===== src/rtl/hash_mmio_pkg.sv =====
package hash_mmio_pkg;

    localparam int WORD_W    = 32;
    localparam int BLK_WORDS = 16;
    localparam int DIG_WORDS = 5;
    localparam int ROUNDS    = 80;
    localparam int BLK_W     = WORD_W * BLK_WORDS;
    localparam int DIG_W     = WORD_W * DIG_WORDS;

    typedef logic [WORD_W-1:0] word_t;

    localparam word_t CHAIN_IV [DIG_WORDS] = '{
        32'h6745_2301, 32'hEFCD_AB89, 32'h98BA_DCFE, 32'h1032_5476, 32'hC3D2_E1F0
    };

    function automatic word_t rotl(input word_t x, input int unsigned n);
        word_t r;
        r = (x << n) | (x >> (WORD_W - n));
        return r;
    endfunction

    function automatic word_t mix_f(input int unsigned t, input word_t b, input word_t c, input word_t d);
        word_t r;
        if (t < 20)      r = (b & c) | (~b & d);
        else if (t < 40) r = b ^ c ^ d;
        else if (t < 60) r = (b & c) | (b & d) | (c & d);
        else             r = b ^ c ^ d;
        return r;
    endfunction

    function automatic word_t mix_k(input int unsigned t);
        word_t r;
        if (t < 20)      r = 32'h5A82_7999;
        else if (t < 40) r = 32'h6ED9_EBA1;
        else if (t < 60) r = 32'h8F1B_BCDC;
        else             r = 32'hCA62_C1D6;
        return r;
    endfunction

endpackage


===== src/rtl/hash_wsched.sv =====
module hash_wsched
    import hash_mmio_pkg::*;
(
    input  logic             clk,
    input  logic             rst_n,
    input  logic             load_i,
    input  logic             shift_i,
    input  logic [BLK_W-1:0] blk_i,
    output word_t            w_o
);
    typedef struct packed {
        logic [BLK_WORDS-1:0][WORD_W-1:0] win;
    } win_t;

    win_t w_d, w_q;

    always_comb begin
        w_d = w_q;
        if (load_i) begin
            for (int i = 0; i < BLK_WORDS; i++) begin
                w_d.win[i] = blk_i[(BLK_WORDS-1-i)*WORD_W +: WORD_W];
            end
        end else if (shift_i) begin
            for (int i = 0; i < BLK_WORDS-1; i++) begin
                w_d.win[i] = w_q.win[i+1];
            end
            w_d.win[BLK_WORDS-1] = rotl(w_q.win[13] ^ w_q.win[8] ^ w_q.win[2] ^ w_q.win[0], 1);
        end
    end

    always_ff @(posedge clk) begin
        if (!rst_n) w_q <= '0;
        else        w_q <= w_d;
    end

    assign w_o = w_q.win[0];

endmodule


===== src/rtl/hash_rounds.sv =====
module hash_rounds
    import hash_mmio_pkg::*;
(
    input  logic             clk,
    input  logic             rst_n,
    input  logic             init_i,
    input  logic             next_i,
    input  logic [BLK_W-1:0] blk_i,
    output logic             ready_o,
    output logic             dvalid_o,
    output logic [DIG_W-1:0] digest_o
);
    localparam int TW = $clog2(ROUNDS);
    localparam logic [TW-1:0] T_LAST = TW'(ROUNDS - 1);

    typedef enum logic [1:0] {ST_IDLE, ST_RUN, ST_FIN} state_t;

    typedef struct packed {
        state_t                           st;
        logic [TW-1:0]                    t;
        logic [DIG_WORDS-1:0][WORD_W-1:0] h;
        logic [DIG_WORDS-1:0][WORD_W-1:0] v;
        logic                             done;
    } core_t;

    core_t c_d, c_q;
    logic  accept;
    word_t w_cur;
    word_t tmp;
    word_t base;

    hash_wsched i_wsched (
        .clk     (clk),
        .rst_n   (rst_n),
        .load_i  (accept),
        .shift_i (c_q.st == ST_RUN),
        .blk_i   (blk_i),
        .w_o     (w_cur)
    );

    always_comb begin
        c_d    = c_q;
        accept = (c_q.st == ST_IDLE) && (init_i || next_i);
        tmp    = rotl(c_q.v[0], 5) + mix_f(int'(c_q.t), c_q.v[1], c_q.v[2], c_q.v[3])
               + c_q.v[4] + mix_k(int'(c_q.t)) + w_cur;
        base   = '0;
        case (c_q.st)
            ST_IDLE: begin
                if (accept) begin
                    for (int i = 0; i < DIG_WORDS; i++) begin
                        base      = init_i ? CHAIN_IV[i] : c_q.h[i];
                        c_d.h[i]  = base;
                        c_d.v[i]  = base;
                    end
                    c_d.t    = '0;
                    c_d.st   = ST_RUN;
                    c_d.done = 1'b0;
                end
            end
            ST_RUN: begin
                c_d.v[0] = tmp;
                c_d.v[1] = c_q.v[0];
                c_d.v[2] = rotl(c_q.v[1], 30);
                c_d.v[3] = c_q.v[2];
                c_d.v[4] = c_q.v[3];
                c_d.t    = c_q.t + 1'b1;
                if (c_q.t == T_LAST) c_d.st = ST_FIN;
            end
            ST_FIN: begin
                for (int i = 0; i < DIG_WORDS; i++) begin
                    c_d.h[i] = c_q.h[i] + c_q.v[i];
                end
                c_d.done = 1'b1;
                c_d.st   = ST_IDLE;
            end
            default: c_d.st = ST_IDLE;
        endcase
    end

    always_ff @(posedge clk) begin
        if (!rst_n) c_q <= '0;
        else        c_q <= c_d;
    end

    assign ready_o  = (c_q.st == ST_IDLE);
    assign dvalid_o = c_q.done;

    for (genvar g = 0; g < DIG_WORDS; g++) begin : g_dig
        assign digest_o[(DIG_WORDS-1-g)*WORD_W +: WORD_W] = c_q.h[g];
    end

    AST_START_DROPS_READY: assert property (@(posedge clk) disable iff (!rst_n)
        (ready_o && (init_i || next_i)) |=> !ready_o) else $error("start did not leave ready");
    AST_HASH_HELD_BUSY: assert property (@(posedge clk) disable iff (!rst_n)
        (!ready_o && !dvalid_o) |=> (ready_o || $stable(digest_o))) else $error("chain moved mid-run");
    AST_BUSY_START_DROPPED: assert property (@(posedge clk) disable iff (!rst_n)
        (!ready_o && (init_i || next_i)) |=> !(ready_o && dvalid_o && $stable(digest_o))) else $error("start accepted while busy");

endmodule


===== src/rtl/hash_mmio.sv =====
module hash_mmio
    import hash_mmio_pkg::*;
#(
    parameter int ADDR_W   = 8,
    parameter int CTRL_ADR = 'h00,
    parameter int STAT_ADR = 'h01,
    parameter int BLK_BASE = 'h10,
    parameter int DIG_BASE = 'h20
) (
    input  logic              clk,
    input  logic              rst_n,
    input  logic              cs,
    input  logic              we,
    input  logic [ADDR_W-1:0] addr,
    input  logic [31:0]       wdata,
    output logic [31:0]       rdata
);
    localparam int BIDX_W = $clog2(BLK_WORDS);
    localparam int DIDX_W = $clog2(DIG_WORDS);

    typedef struct packed {
        logic [BLK_WORDS-1:0][WORD_W-1:0] blk;
        logic [DIG_WORDS-1:0][WORD_W-1:0] dig;
        logic                             go_init;
        logic                             go_next;
        logic                             dv;
        logic                             vprev;
        logic [WORD_W-1:0]                rdata;
    } regs_t;

    regs_t r_d, r_q;

    logic              core_ready, core_dvalid;
    logic [DIG_W-1:0]  core_digest;
    logic [BLK_W-1:0]  blk_flat;
    logic [DIG_W-1:0]  dig_flat;
    logic              wr, rd, in_blk, in_dig, mapped, cap;
    logic [ADDR_W-1:0] boff, doff;
    logic [BIDX_W-1:0] bidx;
    logic [DIDX_W-1:0] didx;

    for (genvar g = 0; g < BLK_WORDS; g++) begin : g_blk
        assign blk_flat[(BLK_WORDS-1-g)*WORD_W +: WORD_W] = r_q.blk[g];
    end
    for (genvar g = 0; g < DIG_WORDS; g++) begin : g_dig
        assign dig_flat[(DIG_WORDS-1-g)*WORD_W +: WORD_W] = r_q.dig[g];
    end

    hash_rounds i_rounds (
        .clk      (clk),
        .rst_n    (rst_n),
        .init_i   (r_q.go_init),
        .next_i   (r_q.go_next),
        .blk_i    (blk_flat),
        .ready_o  (core_ready),
        .dvalid_o (core_dvalid),
        .digest_o (core_digest)
    );

    always_comb begin
        r_d         = r_q;
        r_d.go_init = 1'b0;
        r_d.go_next = 1'b0;
        wr     = cs && we;
        rd     = cs && !we;
        boff   = addr - ADDR_W'(BLK_BASE);
        doff   = addr - ADDR_W'(DIG_BASE);
        bidx   = boff[BIDX_W-1:0];
        didx   = doff[DIDX_W-1:0];
        in_blk = (addr >= ADDR_W'(BLK_BASE)) && (addr < ADDR_W'(BLK_BASE + BLK_WORDS));
        in_dig = (addr >= ADDR_W'(DIG_BASE)) && (addr < ADDR_W'(DIG_BASE + DIG_WORDS));
        mapped = in_blk || in_dig || (addr == ADDR_W'(STAT_ADR));

        if (wr && addr == ADDR_W'(CTRL_ADR)) begin
            r_d.go_init = wdata[0];
            r_d.go_next = wdata[1] && !wdata[0];
        end
        if (wr && in_blk) r_d.blk[bidx] = wdata;

        r_d.vprev = core_dvalid;
        cap       = core_dvalid && !r_q.vprev;
        if (cap) begin
            for (int i = 0; i < DIG_WORDS; i++) begin
                r_d.dig[i] = core_digest[(DIG_WORDS-1-i)*WORD_W +: WORD_W];
            end
            r_d.dv = 1'b1;
        end
        if ((r_q.go_init || r_q.go_next) && core_ready) r_d.dv = 1'b0;

        if (rd) begin
            r_d.rdata = '0;
            if (addr == ADDR_W'(STAT_ADR)) r_d.rdata = {30'd0, r_q.dv, core_ready};
            else if (in_blk)               r_d.rdata = r_q.blk[bidx];
            else if (in_dig)               r_d.rdata = r_q.dig[didx];
        end
    end

    always_ff @(posedge clk) begin
        if (!rst_n) r_q <= '0;
        else        r_q <= r_d;
    end

    assign rdata = r_q.rdata;

    AST_PULSE_FROM_WRITE: assert property (@(posedge clk) disable iff (!rst_n)
        (r_q.go_init || r_q.go_next) |-> $past(cs && we && addr == ADDR_W'(CTRL_ADR))) else $error("stray start");
    AST_ONE_START_KIND: assert property (@(posedge clk) disable iff (!rst_n)
        $onehot0({r_q.go_init, r_q.go_next})) else $error("both starts");
    AST_CAPTURE_CORE: assert property (@(posedge clk) disable iff (!rst_n)
        $rose(core_dvalid) |=> (dig_flat == $past(core_digest))) else $error("digest not captured");
    AST_UNMAPPED_ZERO: assert property (@(posedge clk) disable iff (!rst_n)
        (rd && !mapped) |=> (rdata == '0)) else $error("unmapped read nonzero");
    AST_BLOCK_WRITE: assert property (@(posedge clk) disable iff (!rst_n)
        (wr && in_blk) |=> (r_q.blk[$past(bidx)] == $past(wdata))) else $error("block write lost");

endmodule


===== config.mk =====
export PLATFORM = sky130hd
export DESIGN_NAME = hash_mmio
export DESIGN_NICKNAME = d
export VERILOG_FILES = /design/src/rtl/hash_mmio_pkg.sv /design/src/rtl/hash_wsched.sv /design/src/rtl/hash_rounds.sv /design/src/rtl/hash_mmio.sv
export SDC_FILE = /design/constraint.sdc
export NUM_CORES = 2
export LEC_CHECK = 0
export BUFFER_PORTS_ARGS = -buffer_cell sky130_fd_sc_hd__buf_2
export CELL_PAD_IN_SITES_DETAIL_PLACEMENT = 0
export CELL_PAD_IN_SITES_GLOBAL_PLACEMENT = 1
export CORE_ASPECT_RATIO = 1.4
export CORE_MARGIN = 2
export CORE_UTILIZATION = 53
export CTS_CLUSTER_SIZE = 20
export DETAILED_ROUTE_END_ITERATION = 16
export PLACE_DENSITY = 0.95
export SLEW_MARGIN = 20
export SYNTH_ARGS = -nofsm -noshare
export SYNTH_HDL_FRONTEND = slang
export SYNTH_HIERARCHICAL = 1
export SYNTH_SLANG_ARGS = --single-unit

===== constraint.sdc =====
create_clock -name clk -period 8.3 [get_ports clk]
set_clock_uncertainty 0.2 [all_clocks]
set_input_delay 0 -clock clk [delete_from_list [all_inputs] [get_ports clk]]
set_output_delay 0 -clock clk [all_outputs]
set_load 0.02 [all_outputs]

# Word level (Yosys, flattened, before mapping)
# Cells that the tools add are included.
# word_totals
ff_bits,1550
elab_cells,154
romBits,0
memories,0
output_inout_bits,32
in_bits,44
latch_bits,0
ramBits,0
# classes
bitwise_logic,17
eq_ne,6
n_div,0
n_mux,30
n_reduce_logical,24
n_mul,0
addsub,12
n_shift,0
magnitude_cmp,10
# ops
cell,count
$mux 512,2
$pmux 160 s2,2
$bwmux 512,1
$mux 32,16
$mux 330,1
$add 32x32->32,9
$xor 32x32->32,5
$and 32x32->32,4
$bmux 32 s4,1
$demux 32 s4,1
$bmux 32 s3,1
$or 32x32->32,3
$not 32->32,1
$or 32x1->32,1
$or 32x30->32,1
$or 32x5->32,1
$mux 31,1
$lt 8x6->1 const B,2
$lt 7x6->1 const B,2
$pmux 7 s2,1
$logic_and 1x1->1,10
$eq 8x1->1 const B,1
$ge 8x5->1 const B,1
$ge 8x6->1 const B,1
22 further kinds,30

# Longest topological paths before layout
# depth
word_depth,11
depth_mapped,23
ltp_nobuf,21

# Modules after synthesis
# The synthesis kept the hierarchy.
# modules_own_cells
module,seq_area_each_um2,cells_per_inst,instances,area_each_um2
hash_mmio,14173.6,3547,1,31574.0
hash_rounds,6606.3,3270,1,26568.0
hash_wsched,10249.8,2889,1,25634.6

# Least setup slack after synthesis
# OpenSTA, ideal clock, no wires.
# synth_timing
path_kind,register to register
from,register i_rounds/c_q[325] (netlist name)
to,register i_rounds/c_q[32] (netlist name)
period_less_slack_ps,5697
required_time_ps,7972
t_arrival_ps,5369
stages_incl_launch_ff,23
path_slack_ps,2603
setup_time_ps,128
n_path_buf,2
path_cell_list,dfxtp_1 clkbuf_1 a41oi_1 and2_1 nor2_1 clkbuf_1 a221oi_1 fa_1 inv_1 fa_1 ha_1 fa_1 a21oi_1 o21bai_1 a2111oi_0 o41a_1 o2111ai_1 nand4_1 o2bb2ai_1 a21oi_1 xnor2_1 a222oi_1 nor2_1
# synth_via
elab_chain_len,9
elab_cells_between_ends,14
cone_classes,add/sub: 4; order compare: 3; mux: 7
# synth_rtl
item,line,rtl
start: declaration,hash_rounds.sv:26,"core_t c_d, c_q;"
start signal: assignment,hash_rounds.sv:81,if (!rst_n) c_q <= '0;
start signal: assignment,hash_rounds.sv:82,else c_q <= c_d;
$lt 7x6->1,"hash_mmio_pkg.sv:26, hash_mmio_pkg.sv:35",
$mux 32,hash_mmio_pkg.sv:26,else if (t < 60) r = (b & c) | (b & d) | (c & d);
$mux 32,hash_mmio_pkg.sv:25,else if (t < 40) r = b ^ c ^ d;
$mux 32,hash_mmio_pkg.sv:24,if (t < 20) r = (b & c) | (~b & d);
$add 32x32->32,hash_rounds.sv:44,"tmp = rotl(c_q.v[0], 5) + mix_f(int'(c_q.t), c_q.v[1], c_q.v[2], c_q.v[3])"
$add 32x32->32,hash_rounds.sv:45,+ c_q.v[4] + mix_k(int'(c_q.t)) + w_cur;
$add 32x32->32 * (2 in series),hash_rounds.sv:45,
$pmux 160 s2 *,hash_rounds.sv:47,case (c_q.st)
# Mark *: on every way between the ends. The rest lies on a longest branch, timed or not.
# A chain may end at the register's enable or synchronous reset.

# Final worst setup path
# layout_timing
from,register i_rounds/c_q[325] (netlist name)
to,register i_rounds/c_q[29] (netlist name)
# The elaborated chain is that of the path after synthesis.

==> out/qor.csv <==
metric,value,unit
grt total ovfl,0,
fin crit share,83.3,%
Leakage,32.1,nW
routed wire length,270000,µm
crit start category,register,
# setup viols final,0,
FF-to-FF End,i_rounds/c_q[29]$_SDFFE_PN0P_,
vias in the first global route,66901,
routed vias,68936,
worst path required time,8830,ps
deepest clock path buffer count,3,
"Seq/Total Area, Yosys",37.0,%
Synth Flop Type,dfxtp_1,
DR WL met2,127000,µm
final worst slack,1390,ps
die height,474,µm
row cnt,172,
post-synthesis cell type count,99,
DRT antenna net count,0,
per-cell routed wire length,23.8,µm
Met3 Wirelength,20400,µm
synthesized net count,10068,
Met1 Wirelength,103000,µm
yosys warns,6,
sw frac,23.1,%
asr flop ratio synth,0,%
post-cts sizing count,0,
CTS sink cnt,1550,
WHS Path Cells,4,
Crit path arrival time,7440,ps
pre-CTS WS,1590,ps
hold worst-path end,blk_flat[246]$_SDFFE_PN0P_,
Initial Utilization,53.4,%
Worst-Margin Slew,1230,ps
area of the die,161000,µm²
number of post-CTS setup repair buffers,0,
CTS H-tree lvls,4,
run status,"complete, no violations",
Critical R2R Launch,i_rounds/c_q[325]$_SDFFE_PN0P_,
fin cells,11375,
Worst-Skew Late Latency,840,ps
final hold viol count,0,
initial antenna violation count,6,
Seq pwr share,48.9,%
Util after Layout,56.7,%
first drt pass iteration count,7,
# IOs,76,
Hold WC Path Type,primary input to register,
worst ir drop on vdd,0.182,mV
relative slew slack,17.5,%
die width,340,µm
# DRC,0,
RSZ-0062 raised after global routing,no,
pwr dens,171,nW/µm²
Num CTS Buffers,153,
Max Cap Violations,0,
Sw Pwr,3.52,mW
Post-synth EDFFs,0,
vias per cell,6.06,
Internal,11.7,mW
R2R setup slack,1390,ps
Comb power frac,2.8,%
share of cells above drive strength 1,7.68,%
CP Class,register to register,
number of cells on the worst reg-to-reg path,22,
clock slew at reported path FFs,60,ps
placed insts,10997,
CTS tree,done,
root buffer cell,clkbuf_16,
pin count of the biggest net entering global routing,267,
worst-path fanout max,15,
GP Congestion,0.971,
post-route minimum period,6910,ps
final setup TNS,0,ps
first-pass GRT wire length,406000,µm
drt initial violations,7022,
synth-to-layout area growth,6.25,%
"Cell Area, Synth",83800,µm²
crit path capture type,register,
Final HPWL DP,175000,µm
Layout fillers,13838,
Post-Syn Area per Cell,8.63,µm²
buffers added on ports,75,
final layout net count,9521,
Clock Power Share,48.3,%
Worst Min Path Start,wdata[22],
Yosys reg bits,1550,
Post-Syn Instances,9706,
max-slew violation count,0,
top layer in use,met5,
max frequency,145,MHz
area of the core,157000,µm²
Min Hold Slack,50.0,ps
GRT Total Usage,32.7,%
[cells in the mapped netlist (58+ instances only)]
cell type | number | area (µm²)
buf_4 | 230 | 1730
ha_1 | 193 | 2410
mux2i_1 | 568 | 5690
fa_1 | 125 | 2500
clkbuf_1 | 453 | 1700
nand3_1 | 70 | 350
a21o_1 | 93 | 698
nor3b_1 | 62 | 465
nand2_1 | 1957 | 7350
and2_1 | 492 | 3080
a211oi_1 | 105 | 788
dfxtp_1 | 1550 | 31000
a22oi_1 | 63 | 473
mux4_2 | 157 | 3540
nor2_1 | 397 | 1490
buf_2 | 193 | 966
nor3_1 | 202 | 1010
a21boi_0 | 522 | 3920
o21ai_0 | 666 | 3330
nand2b_1 | 82 | 513
xnor2_1 | 129 | 1130
inv_1 | 230 | 863
xor2_1 | 138 | 1210
a21oi_1 | 296 | 1480
buf_6 | 58 | 653
a21boi_1 | 152 | 1140
[final cells by class]
| cell class | instances | area (µm²) | area share (%) |
|---|---|---|---|
| diodes | 1 | 2.50 | 0.00281 |
| clock buffers | 214 | 4350 | 4.88 |
| clock inverters | 68 | 941 | 1.06 |
| inverters | 231 | 887 | 0.997 |
| multi-input cells | 6957 | 47000 | 52.8 |
| flip-flops and latches | 1550 | 31000 | 34.9 |
| well taps | 2088 | 2610 | 2.93 |
| repair buffers | 266 | 2220 | 2.49 |
[registers in the layout (all words and copies together), names as in the netlist]
register               cells
dig_flat                 160
i_rounds/c_q             169
i_rounds/i_wsched/w_q    480
i_rounds/i_wsched/w_o     32
r_q                        4
rdata                     32
blk_flat                 512
i_rounds/digest_o        160
i_rounds/dvalid_o          1
[metal layers]
| layer | global-route usage (%) | up-vias |
|---|---|---|
| li1 | - | 31816 |
| met5 | 0 | - |
| met2 | 54.6 | 2960 |
| met4 | 21.3 | 4 |
| met3 | 5.79 | 951 |
| met1 | 38.5 | 33205 |
[worst max path at each step]
stage                              startpoint                       endpoint  cells after the start
2_1_floorplan  i_rounds/c_q[325]$_SDFFE_PN0P_  i_rounds/c_q[32]$_SDFFE_PN0P_                     22
3_3_place_gp   i_rounds/c_q[325]$_SDFFE_PN0P_  i_rounds/c_q[32]$_SDFFE_PN0P_                     21
3_5_place_dp   i_rounds/c_q[326]$_SDFFE_PN0P_  i_rounds/c_q[32]$_SDFFE_PN0P_                     21
4_1_cts        i_rounds/c_q[325]$_SDFFE_PN0P_  i_rounds/c_q[32]$_SDFFE_PN0P_                     21
5_1_grt        i_rounds/c_q[325]$_SDFFE_PN0P_  i_rounds/c_q[29]$_SDFFE_PN0P_                     22
6_report       i_rounds/c_q[325]$_SDFFE_PN0P_  i_rounds/c_q[29]$_SDFFE_PN0P_                     22
[cells by family (layout without fill, tap and decap cells)]
family / after synthesis / count (layout) / synth area share, %
buffers and inverters: 1199 / 779 / 7.21
multiplexers: 735 / 735 / 11.1
AO/OA/AOI/OAI: 2245 / 2245 / 17.8
adder cells (fa/ha/maj): 318 / 318 / 5.87
flip-flops: 1550 / 1550 / 37.0
AND/OR/NAND/NOR: 3392 / 3392 / 18.2
other: 0 / 1 / 0
XOR/XNOR: 267 / 267 / 2.79
[power groups by stage]
stage	logic (mW)	registers [mW]	clock network, mW
4_1_cts	0.418	7.44	7.42
5_1_grt	0.443	7.44	7.73
2_1_floorplan	0.263	7.61	0
3_5_place_dp	0.379	7.61	0
3_3_place_gp	0.377	7.61	0
6_report	0.429	7.44	7.36
[repair_timing]
| action | 4_1_cts | 5_1_grt |
|---|---|---|
| endpoints found under the setup margin | 0 | 0 |
| endpoints found under the hold margin | 1053 | 0 |
| hold buffers | 94 | 0 |
[worst max-delay path: stages (launching register included)]
cell	delay, ps
dfxtp_1	440
a41oi_1	440
and2_1	320
nor2_2	820
buf_4	360
inv_1	320
nor2_1	180
nor2_1	80
fa_1	530
inv_1	50
fa_1	490
inv_1	40
ha_1	360
nand3_1	230
nor4_1	230
a32o_1	250
o21ai_1	130
o22ai_1	340
a41o_1	250
nor2_1	100
nor4b_1	330
a21oi_1	80
a221oi_1	230
[per-stage QoR]
stage,cell area (µm²),power (mW)
global placement,82700,7.99
CTS,89000,15.3
floorplan,83800,7.87
finish,89000,15.2
detailed placement,82800,7.99
global route,89000,15.6
[placed cells by master (no fill, tap or decap), types with 32 or more instances in the layout]
cell	instances
nand3_1	68
a21boi_1	152
o21ai_0	666
and2_1	491
nand2_1	1949
dfxtp_1	1549
dlygate4sd3_1	94
inv_1	227
a211oi_1	104
buf_2	71
a21boi_0	522
mux2i_1	568
mux4_2	157
a211o_1	33
o22ai_1	45
nor2_1	385
clkbuf_16	153
nor3_1	202
nand2b_1	78
ha_1	193
nor3b_1	62
a21o_1	93
a21oi_1	296
a22oi_1	63
buf_4	87
xnor2_1	129
clkbuf_1	32
xor2_1	138
fa_1	125
Note: power is estimated with default switching activity, not from simulation.
